--- src/rtl/spi_gpio_expander.sv ---
module spi_gpio_expander #(
  parameter logic [3:0] DEV_ID = 4'b0100
) (
  input  logic       clk,
  input  logic       rst_n,
  input  logic       sck,
  input  logic       cs_n,
  input  logic       mosi,
  output logic       miso,
  output logic       miso_oe,
  input  logic [2:0] strap,
  input  logic [7:0] pa_in,
  input  logic [7:0] pb_in,
  output logic [7:0] pa_out,
  output logic [7:0] pb_out,
  output logic [7:0] pa_oe,
  output logic [7:0] pb_oe,
  output logic [7:0] pa_pu,
  output logic [7:0] pb_pu
);
  localparam logic [7:0] A_DIRA = 8'h00, A_DIRB = 8'h01, A_PUA = 8'h02, A_PUB = 8'h03,
                         A_VALA = 8'h04, A_VALB = 8'h05, A_LATA = 8'h06, A_LATB = 8'h07,
                         A_CFG  = 8'h08;
  localparam int HAEN_BIT = 3;

  typedef enum logic [1:0] {PH_CTRL, PH_ADDR, PH_DATA} phase_t;

  logic [2:0] sck_q, cs_q, mosi_q;
  logic [7:0] dir_a, dir_b, pu_a, pu_b, lat_a, lat_b, cfg;
  logic [7:0] addr, tx;
  logic [6:0] rx;
  logic [2:0] cnt;
  logic       sel, rw, miso_q;
  phase_t     phase;

  wire sck_rise = sck_q[1] & ~sck_q[2];
  wire sck_fall = ~sck_q[1] & sck_q[2];
  wire cs_act   = ~cs_q[1];
  wire [7:0] byte_in = {rx, mosi_q[1]};
  wire id_ok    = byte_in[7:4] == DEV_ID;
  wire strap_ok = !cfg[HAEN_BIT] || (byte_in[3:1] == strap);

  function automatic logic [7:0] rd(input logic [7:0] a);
    case (a)
      A_DIRA: rd = dir_a;
      A_DIRB: rd = dir_b;
      A_PUA:  rd = pu_a;
      A_PUB:  rd = pu_b;
      A_VALA: rd = (pa_in & dir_a) | (lat_a & ~dir_a);
      A_VALB: rd = (pb_in & dir_b) | (lat_b & ~dir_b);
      A_LATA: rd = lat_a;
      A_LATB: rd = lat_b;
      A_CFG:  rd = cfg;
      default: rd = 8'h00;
    endcase
  endfunction

  always_ff @(posedge clk or negedge rst_n) begin
    if (!rst_n) begin
      sck_q <= '0; cs_q <= '1; mosi_q <= '0;
    end else begin
      sck_q  <= {sck_q[1:0], sck};
      cs_q   <= {cs_q[1:0], cs_n};
      mosi_q <= {mosi_q[1:0], mosi};
    end
  end

  always_ff @(posedge clk or negedge rst_n) begin
    if (!rst_n) begin
      dir_a <= 8'hFF; dir_b <= 8'hFF;
      pu_a <= '0; pu_b <= '0; lat_a <= '0; lat_b <= '0; cfg <= '0;
      addr <= '0; tx <= '0; rx <= '0; cnt <= '0;
      sel <= 1'b0; rw <= 1'b0; miso_q <= 1'b0; phase <= PH_CTRL;
    end else if (!cs_act) begin
      phase <= PH_CTRL; cnt <= '0; sel <= 1'b0; rw <= 1'b0; miso_q <= 1'b0;
    end else begin
      if (sck_rise) begin
        rx  <= byte_in[6:0];
        cnt <= cnt + 3'd1;
        if (cnt == 3'd7) begin
          case (phase)
            PH_CTRL: begin
              sel   <= id_ok && strap_ok;
              rw    <= byte_in[0];
              phase <= PH_ADDR;
            end
            PH_ADDR: begin
              addr  <= byte_in;
              tx    <= rd(byte_in);
              phase <= PH_DATA;
            end
            default: begin
              if (sel && !rw) begin
                case (addr)
                  A_DIRA: dir_a <= byte_in;
                  A_DIRB: dir_b <= byte_in;
                  A_PUA:  pu_a  <= byte_in;
                  A_PUB:  pu_b  <= byte_in;
                  A_VALA, A_LATA: lat_a <= byte_in;
                  A_VALB, A_LATB: lat_b <= byte_in;
                  A_CFG:  cfg   <= byte_in;
                  default: ;
                endcase
              end
              addr <= addr + 8'd1;
              tx   <= rd(addr + 8'd1);
            end
          endcase
        end
      end
      if (sck_fall && phase == PH_DATA && sel && rw) begin
        miso_q <= tx[7];
        tx     <= {tx[6:0], 1'b0};
      end
    end
  end

  assign miso    = miso_q;
  assign miso_oe = cs_act & sel & rw;
  assign pa_out  = lat_a;
  assign pb_out  = lat_b;
  assign pa_oe   = ~dir_a;
  assign pb_oe   = ~dir_b;
  assign pa_pu   = pu_a;
  assign pb_pu   = pu_b;
endmodule

--- config.mk ---
export PLATFORM = sky130hd
export DESIGN_NAME = spi_gpio_expander
export DESIGN_NICKNAME = d
export VERILOG_FILES = /design/src/rtl/spi_gpio_expander.sv
export SDC_FILE = /design/constraint.sdc
export NUM_CORES = 1
export LEC_CHECK = 0
export BUFFER_PORTS_ARGS = -buffer_cell sky130_fd_sc_hd__clkbuf_2
export CAP_MARGIN = 5
export CORE_MARGIN = 5
export CORE_UTILIZATION = 50
export DETAILED_ROUTE_END_ITERATION = 10
export PLACE_DENSITY = 0.7
export SYNTH_ARGS = -nofsm -noshare
export SYNTH_HDL_FRONTEND = slang
export SYNTH_SLANG_ARGS = --single-unit
--- constraint.sdc ---
create_clock -name clk -period 4.43 [get_ports clk]
set_clock_uncertainty 0.1 [all_clocks]
set_input_delay 0 -clock clk [delete_from_list [all_inputs] [get_ports clk]]
set_output_delay 0 -clock clk [all_outputs]
set_load 0.03 [all_outputs]
== Yosys cells after proc, flatten, opt, wreduce, memory -nomap -nowiden ==
Cells that the tools add are included.
Operators by class
  add/sub/neg operators: 2
  equality and inequality tests: 30
  multiplexer cells: 23
  bitwise operators: 17
  reduce and logical (&&, ||, !) cells: 34
Operators by type and width (count)
  $pmux W8 S9: 2
  $eq A8 B3 Y1 const B: 12
  $eq A8 B2 Y1 const B: 6
  $reduce_and A6 Y1: 7
  $and A8 B8 Y8: 4
  $pmux W8 S2: 2
  $eq A8 B1 Y1 const B: 3
  $eq A8 B4 Y1 const B: 3
  $logic_not A8 Y1: 3
  $mux W8: 3
  $not A8 Y8: 2
  $or A8 B8 Y8: 2
  $reduce_bool A2 Y1: 6
  $mux W1: 10
  $add A8 B1 Y8 const B: 1
  $reduce_and A4 Y1: 2
  $mux W2: 3
  $mux W3: 2
  $reduce_and A3 Y1: 2
  $reduce_or A2 Y1: 3
  $logic_and A1 B1 Y1: 5
  $not A1 Y1: 5
  $and A1 B1 Y1: 4
  $eq A4 B3 Y1 const B: 1
  12 further kinds: 13
Storage, ports and cells
  register bits after elaboration: 94
  output and inout bits: 50

== Logic depth before layout (Yosys ltp) ==
Gate-level depths: netlist (run 1).
  word-level depth: 8
  depth in mapped cells: 10

== Worst setup path before layout (run 1) ==
OpenSTA, ideal clock, no wires.
  kind: reg2reg
  start point: register addr[0]
  end point: register tx[3]
  library setup time: 0.126 ns
  arrival: 2.154 ns
  required time: 4.204 ns
  path slack: 2.050 ns
  cell stages (with the launch flop): 9
  cells stage by stage: dfrtp_1 > ha_1 > buf_2 > xnor2_1 > mux2_2 > nand2_1 > a311oi_1 > a221o_1 > a221o_1
On the way
  longest elaborated chain between the ends: 7
RTL lines
  start: declaration: RTL line 30  | logic [7:0] addr, tx;
  start signal: assignment: RTL line 88  | addr <= byte_in;
  start signal: assignment: RTL line 105  | addr <= addr + 8'd1;
  $add A8 B1 Y8 *: RTL line 106  | tx <= rd(addr + 8'd1);
  $eq A8 B4 Y1 (tied with other cells): RTL line 44  | case (a)
  $pmux W8 S9 *: RTL line 44
  $pmux W8 S2 *: RTL line 81  | case (phase)
  $mux W8 *: RTL line 80  | if (cnt == 3'd7) begin
  $mux W8 *: RTL line 77  | if (sck_rise) begin
  $mux W8 *: RTL line 111  | if (sck_fall && phase == PH_DATA && sel && rw) begin
  end signal: assignment: RTL line 89  | tx <= rd(byte_in);
  end signal: assignment: RTL line 106
  end signal: assignment: RTL line 113  | tx <= {tx[6:0], 1'b0};
  end: declaration: RTL line 30
Mark *: on every way between the ends. The rest lies on a longest branch, timed or not. The select of a mux whose other input is x is not followed.
A chain may end at the register's enable or synchronous reset.

== Worst setup path after layout (run 1) ==
  start point: register addr[0]
  end point: register tx[4]
The elaborated chain is that of the path after synthesis.

==> metrics.txt, run 1 <==
Routed WL=19.14 mm; Arrival @ worst endpoint=3090 ps; most instantiated cells after synthesis=sky130_fd_sc_hd__dfrtp_1, sky130_fd_sc_hd__mux2_2, sky130_fd_sc_hd__nand2_1, sky130_fd_sc_hd__o21ai_0, sky130_fd_sc_hd__a21oi_1; register area share after synthesis=40.18%; global-route congestion overflow total=0; internal portion of total power=1468 µW; CTS sink count=94; share of the synthesized area in the top cell type=32.18%; Gate power share=12.0%; dominant combinational cell family by area after synthesis=compound AO/OA/AOI/OAI gates; diodes inserted=0; number of enable flip-flop cells after synthesis=0; FF-to-FF End=tx[4]; result of the run=finished clean; count of distinct cell types in the synthesized netlist=78; Total Negative Setup Slacks=0 ps; most instantiated library cell after synthesis=sky130_fd_sc_hd__dfrtp_1; synthesized-area fraction occupied by and/or/nand/nor cells=15.24%; worst skew pair latency=360 ps; Design Area, Final=0.006690 mm²; drt wl/cell=23.93 µm; Detail Route Antenna Nets=0; worst hold-check path type=primary input to register; top post-synthesis cells by area=sky130_fd_sc_hd__dfrtp_1, sky130_fd_sc_hd__mux2_2, sky130_fd_sc_hd__dfstp_2, sky130_fd_sc_hd__mux2i_1, sky130_fd_sc_hd__o21ai_0; starting DRC count in detailed routing=573; Mapped Area=0.005911 mm²; Area growth syn-to-layout=13.19%; number of global-route vias before repair=5226; width of the chip=118.7 µm; clock tree from TritonCTS=yes; Period Utilization, post-route=66.34%; setup violators final=0; clock period minus final worst setup slack=2939 ps; clock network power share=40.6%; data required time of the critical path=4580 ps; H-tree depth=3; final hold violation count=0; HPWL Detailed=13.64 mm; CTS-repair resized insts=0; syn_area_per_cell=9.868 µm²; XOR/XNOR Fraction of Synth Area=1.334%; post-synthesis register bit count=94; Critical Path Fanout Max=17; antenna violations before repair=0; R2R Path Start=addr[0]; Setup CP Type=register to register; number of nets produced by synthesis=629; Net Switching=617.5 µW; cell area after placement=0.006324 mm²; total track usage=27.55%; area of the core=0.01152 mm²; startpoint of the most critical setup path=addr[0]; FF-to-FF setup slack=1490 ps; Hold Buf Count CTS=4; first-pass GRT wire length=30.53 mm; initial core utilization=51.33%; Clock Root Buffer=sky130_fd_sc_hd__clkbuf_16; unrepaired setup endpoints after global routing=false; library cell occupying the most area in the post-synthesis netlist=sky130_fd_sc_hd__dfrtp_1; post-synthesis adder-cell area fraction=1.270%; last weighted congestion value of the routability-driven placer=0.9015; Setup crit end=tx[4]; Core Rows=39; worst r2r path cells=8; max_cap viols=0; headroom to the max-slew limit=26.36%; remaining routing DRC violations=0; kind of end point of the critical path=register; Final Net Count=682; static leakage=0.002906 µW; pin count of the biggest net entering global routing=57; Die ar.=0.01410 mm²; DR pass1 iterations=5; worst vdd rail ir drop=285.1 µV; Yosys warning total=0; compound-cell area share of the yosys netlist=21.32%; average via count per standard cell=6.606; number of max-slew violations in the final report=0; portion of total power attributed to sequential cells=47.5%; Worst Setup Start Kind=register; proportion of total power due to net switching=29.61%; count of pins on the block boundary=74; Main synth FF type=sky130_fd_sc_hd__dfrtp_1; multiplexer area fraction after synthesis=15.54%; FMAX=340.3 MHz; slew at the pin with the worst max-slew slack=1096 ps; number of I/O port buffers=73; Bufs on Longest Clock Path=2; Post-CTS Setup Inserts=0; proportion of register bits with asynchronous set or reset after synthesis=100.0%; count of mapped cells out of synthesis=599; ratio of cells with drive above 1 in the final layout=30.29%; vias after detailed routing=5285; Die H=118.7 µm; clock-pin slew on the worst setup and hold paths=70 ps; power density over the cells=311.7 mW/mm²; number of buffers created by CTS=9
## sequential cells by signal, indices dropped and copies added (netlist names)
signal,flops
addr,8
cfg,8
cnt,3
cs_q,2
dir_a,8
dir_b,8
miso,1
mosi_q,2
pa_out,8
pa_pu,8
pb_out,8
pb_pu,8
phase,2
rw,1
rx,7
sck_q,3
sel,1
tx,8
## cell type report
type                       instances  area [µm²]
tap                              143       178.9
clock buffer                      13       250.2
sequential                        94        2375
fill                            1019        4826
multi-input combinational        432        3233
clock inverter                     3       68.82
timing repair buffer              86       475.5
inverter                          29       108.9
## worst max-delay path: stages (launching register included)
cell and delay (ps):
sky130_fd_sc_hd__dfrtp_1 480, sky130_fd_sc_hd__ha_1 240, sky130_fd_sc_hd__buf_4 260, sky130_fd_sc_hd__and4_1 300, sky130_fd_sc_hd__a22oi_4 110, sky130_fd_sc_hd__nor3b_1 430, sky130_fd_sc_hd__a32o_1 280, sky130_fd_sc_hd__nand3_1 260
sky130_fd_sc_hd__o31ai_1 370
## worst min path at each step
stage,start,endpoint,slack (ps),cells past startpoint
after floorplan,rst_n,addr[0],-400,0
after global placement,rst_n,cnt[1],-10,1
after detailed placement,rst_n,cnt[0],-4,1
after CTS,pa_in[5],tx[5],40,5
after global routing,pa_in[5],tx[5],80,5
final,pa_in[5],tx[5],50,5
## cell families after synthesis
kind of cell / after synthesis
flip-flops: 94
adder cells (fa/ha/maj): 6
multiplexers: 84
AO/OA/AOI/OAI: 173
buffers and inverters: 73
XOR/XNOR: 9
AND/OR/NAND/NOR: 160
## routing by layer
layer / share of wire (%) / track usage [%] / up-vias / routed length [µm]
met2: 45 / 42.06 / 273 / 8619
met4: 3.2 / 11.51 / 0 / 619
li1: - / - / 2344 / -
met5: 0 / 0 / - / 0
met1: 44 / 38.20 / 2616 / 8332
met3: 8.2 / 5.731 / 52 / 1568
## placed cells by master, fill, tap and decap left out, types with 7 or more instances in the layout
cell type                   count
sky130_fd_sc_hd__a21oi_1       31
sky130_fd_sc_hd__a221oi_1       7
sky130_fd_sc_hd__a22oi_1        8
sky130_fd_sc_hd__a31oi_1        8
sky130_fd_sc_hd__and3_1         8
sky130_fd_sc_hd__buf_4         10
sky130_fd_sc_hd__clkbuf_16      9
sky130_fd_sc_hd__clkbuf_2      72
sky130_fd_sc_hd__dfrtp_1       76
sky130_fd_sc_hd__dfstp_2       18
sky130_fd_sc_hd__inv_1         28
sky130_fd_sc_hd__mux2_2        62
sky130_fd_sc_hd__mux2i_1       22
sky130_fd_sc_hd__nand2_1       37
sky130_fd_sc_hd__nand2b_1       8
sky130_fd_sc_hd__nand3_1       23
sky130_fd_sc_hd__nor2_1        29
sky130_fd_sc_hd__nor2b_1        9
sky130_fd_sc_hd__nor3_1         9
sky130_fd_sc_hd__o211ai_1      11
sky130_fd_sc_hd__o21ai_0       37
## metrics by stage
stage / hold WS [ps] / utilization (%) / cells / setup slack [ps] / power, µW
2_1_floorplan: -395.6 / - / 599 / 2050 / 1109
3_3_place_gp: -11.08 / 54.91 / 779 / 1364 / 1240
3_5_place_dp: -3.605 / 54.91 / 779 / 1271 / 1242
4_1_cts: 41.75 / 58.03 / 799 / 1260 / 2088
5_1_grt: 82.98 / 58.09 / 800 / 1358 / 2150
6_report: 47.68 / 58.09 / 800 / 1491 / 2085
## power groups by stage
stage / Sequential (µW) / Combinational (µW) / Clock [µW]
2_1_floorplan: 919 / 190 / 0
3_3_place_gp: 1000 / 239 / 0
3_5_place_dp: 1000 / 242 / 0
5_1_grt: 994 / 268 / 888
4_1_cts: 985 / 245 / 858
6_report: 990 / 249 / 846
No activity file was read; power rests on OpenSTA's default activity.
==> inputs of run 2 (changes only) <==
--- a/config.mk
+++ b/config.mk
@@ -10,7 +10,7 @@
 export CORE_MARGIN = 5
 export CORE_UTILIZATION = 50
 export DETAILED_ROUTE_END_ITERATION = 10
-export PLACE_DENSITY = 0.7
+export PLACE_DENSITY = 0.73
 export SYNTH_ARGS = -nofsm -noshare
 export SYNTH_HDL_FRONTEND = slang
 export SYNTH_SLANG_ARGS = --single-unit
==> constraint.sdc (replaced) <==
create_clock -name clk -period 2.5 [get_ports clk]
set_clock_uncertainty 0.1 [all_clocks]
set_input_delay 0 -clock clk [delete_from_list [all_inputs] [get_ports clk]]
set_output_delay 0 -clock clk [all_outputs]
set_load 0.03 [all_outputs]
==> metrics.txt, run 2 (same netlist as run 1, synthesis figures left out) <==
result of the run=finished clean; clock tree from TritonCTS=yes; kind of end point of the critical path=register; worst r2r path cells=7 (-1); final hold violation count=0 (unchanged); setup violators final=0 (unchanged); Clock Root Buffer=sky130_fd_sc_hd__clkbuf_16; clock period minus final worst setup slack=2442 ps (-496.5 ps); Area growth syn-to-layout=19.60%; Arrival @ worst endpoint=2570 ps (-520 ps); worst vdd rail ir drop=418.1 µV (+47%); Worst Hold End=tx[5]; last weighted congestion value of the routability-driven placer=1.014 (+12%); Final Net Count=727 (+6.6%); cell area after placement=0.006681 mm² (+5.7%); top library cells by usage in the layout, fill and taps aside=sky130_fd_sc_hd__dfrtp_1, sky130_fd_sc_hd__clkbuf_2, sky130_fd_sc_hd__mux2_2; width of the chip=118.7 µm (unchanged); number of I/O port buffers=73 (unchanged); Setup CP Type=register to register; starting DRC count in detailed routing=651 (+14%); R2R Path Start=rx[1]; FMAX=409.5 MHz (+20%); H-tree depth=3 (unchanged); Die H=118.7 µm (unchanged); Routed WL=19.80 mm (+3.5%); diodes inserted=0 (unchanged); global-route congestion overflow total=0 (unchanged); average via count per standard cell=6.449 (-2.4%); headroom to the max-slew limit=55.11% (+29 points); ratio of cells with drive above 1 in the final layout=36.18% (+5.9 points); final worst hold slack=56.40 ps (+8.723 ps); Die ar.=0.01410 mm² (unchanged); max_cap viols=0 (unchanged); pin count of the biggest net entering global routing=95 (+67%); Sequential Area=0.002376 mm² (about the same); static leakage=0.003124 µW (+7.5%); FF-to-FF setup slack=60 ps (-1430 ps); count of pins on the block boundary=74 (unchanged); data required time of the critical path=2630 ps (-1950 ps); first-pass GRT wire length=31.75 mm (+4.0%); hold depth=5 (unchanged); CP Cell Sequence=inv_1, a31o_2, a32o_1, nor4_1, buf_4, a2bb2oi_1, o31ai_1; remaining routing DRC violations=0 (unchanged); Design Area, Final=0.007069 mm² (+5.7%); leading cell type in the layout, fill and taps excluded=sky130_fd_sc_hd__dfrtp_1; number of buffers created by CTS=9 (unchanged); Period Utilization, post-route=97.69% (+31 points); number of max-slew violations in the final report=0 (unchanged); cell with the biggest individual delay on the critical path=sky130_fd_sc_hd__dfrtp_1; Detail Route Antenna Nets=0 (unchanged); fill cell instance count of the final layout=983 (-3.5%); number of global-route vias before repair=5584 (+6.9%); Worst Setup Start Kind=register; Core Rows=39 (unchanged); DR pass1 iterations=5 (unchanged); HPWL Detailed=14.90 mm (+9.2%); Crit path largest cell delay=640 ps (+160 ps); FF-to-FF End=tx[2]; Bufs on Longest Clock Path=2 (unchanged); area of the core=0.01152 mm² (unchanged); worst hold-check path type=primary input to register; min-delay src=pa_in[5]; area taken by multi-input logic gates=0.003268 mm² (+1.1%); total track usage=28.74% (+1.2 points); drt wl/cell=23.44 µm (-2.0%); Critical Path Fanout Max=10 (-7); power density over the cells=535.8 mW/mm² (+72%); antenna violations before repair=0 (unchanged); unrepaired setup endpoints after global routing=false; slew at the pin with the worst max-slew slack=673.3 ps (-422.8 ps); vias after detailed routing=5449 (+3.1%); CTS sink count=94 (unchanged); worst skew pair latency=350 ps (about the same); clock-pin slew on the worst setup and hold paths=70 ps (about the same); initial core utilization=51.33% (unchanged)
## run 2: cell types whose count changed in the layout (fill, tap and decap cells not counted), moves of 2 or more
cell	previous run	this run
sky130_fd_sc_hd__clkbuf_1	3	1
sky130_fd_sc_hd__buf_4	10	54
sky130_fd_sc_hd__ha_1	6	3
sky130_fd_sc_hd__ha_2	0	2
## run 2: critical path: cells and delay by family, from the launching register on
| kind | cells | cell delay [ps] |
|---|---|---|
| DFF | 1 | 640 |
| AOI/OAI and AO/OA | 4 | 770 |
| buffers and inverters | 2 | 450 |
| and+or+nand+nor | 1 | 350 |
## run 2: cell type report
| cell class | instances | area share, % |
|---|---|---|
| tap | 143 | 2.531 |
| sequential | 94 | 33.61 |
| timing repair buffer | 131 | 11.68 |
| multi-input combinational | 432 | 46.23 |
| inverter | 29 | 1.540 |
| clock inverter | 4 | 0.7788 |
| clock buffer | 12 | 3.628 |
## run 2: report_power, final
group | switching [µW] | internal [µW]
combinational | 444 | 252
clock | 604 | 836
sequential | 86.9 | 1570
## run 2: repair_timing
action,in CTS,in global routing
setup buffers,0,0
hold endpoints to repair,97,0
pin swaps,0,2
resized for setup,2,7
endpoints found under the setup margin,4,10
hold buffers,4,0
## run 2: per-stage QoR
stage / TNS, ps / util, % / total power [µW] / std cells / setup WS, ps
finish: 0 / 61.39 / 3788 / 845 / 57.75
global route: 0 / 61.39 / 3926 / 845 / 16.65
global placement: 0 / 58.02 / 2349 / 825 / 83.84
floorplan: 0 / - / 1964 / 599 / 119.8
detailed placement: -152.7 / 58.02 / 2357 / 825 / -60.42
CTS: 0 / 61.14 / 3793 / 845 / 66.43
## run 2: how the worst max path moves through the flow
stage | from | end | slack [ps] | cells after the start
floorplan | addr[0] | tx[3] | 120 | 8
global placement | addr[1] | tx[2] | 80 | 8
detailed placement | addr[1] | tx[4] | -60 | 8
CTS | addr[1] | tx[4] | 70 | 8
global route | rx[1] | tx[1] | 20 | 8
finish | rx[1] | tx[2] | 60 | 7
## run 2: layer usage
metal | GRT usage [%] | share of wire [%] | up-vias | wire length (µm)
met2 | 45.79 | 47 | 286 | 9296
met1 | 38.63 | 41 | 2676 | 8185
li1 | - | - | 2434 | -
met5 | 0 | 0 | - | 0
met4 | 12.24 | 3.5 | 0 | 697
met3 | 5.158 | 8.2 | 53 | 1624
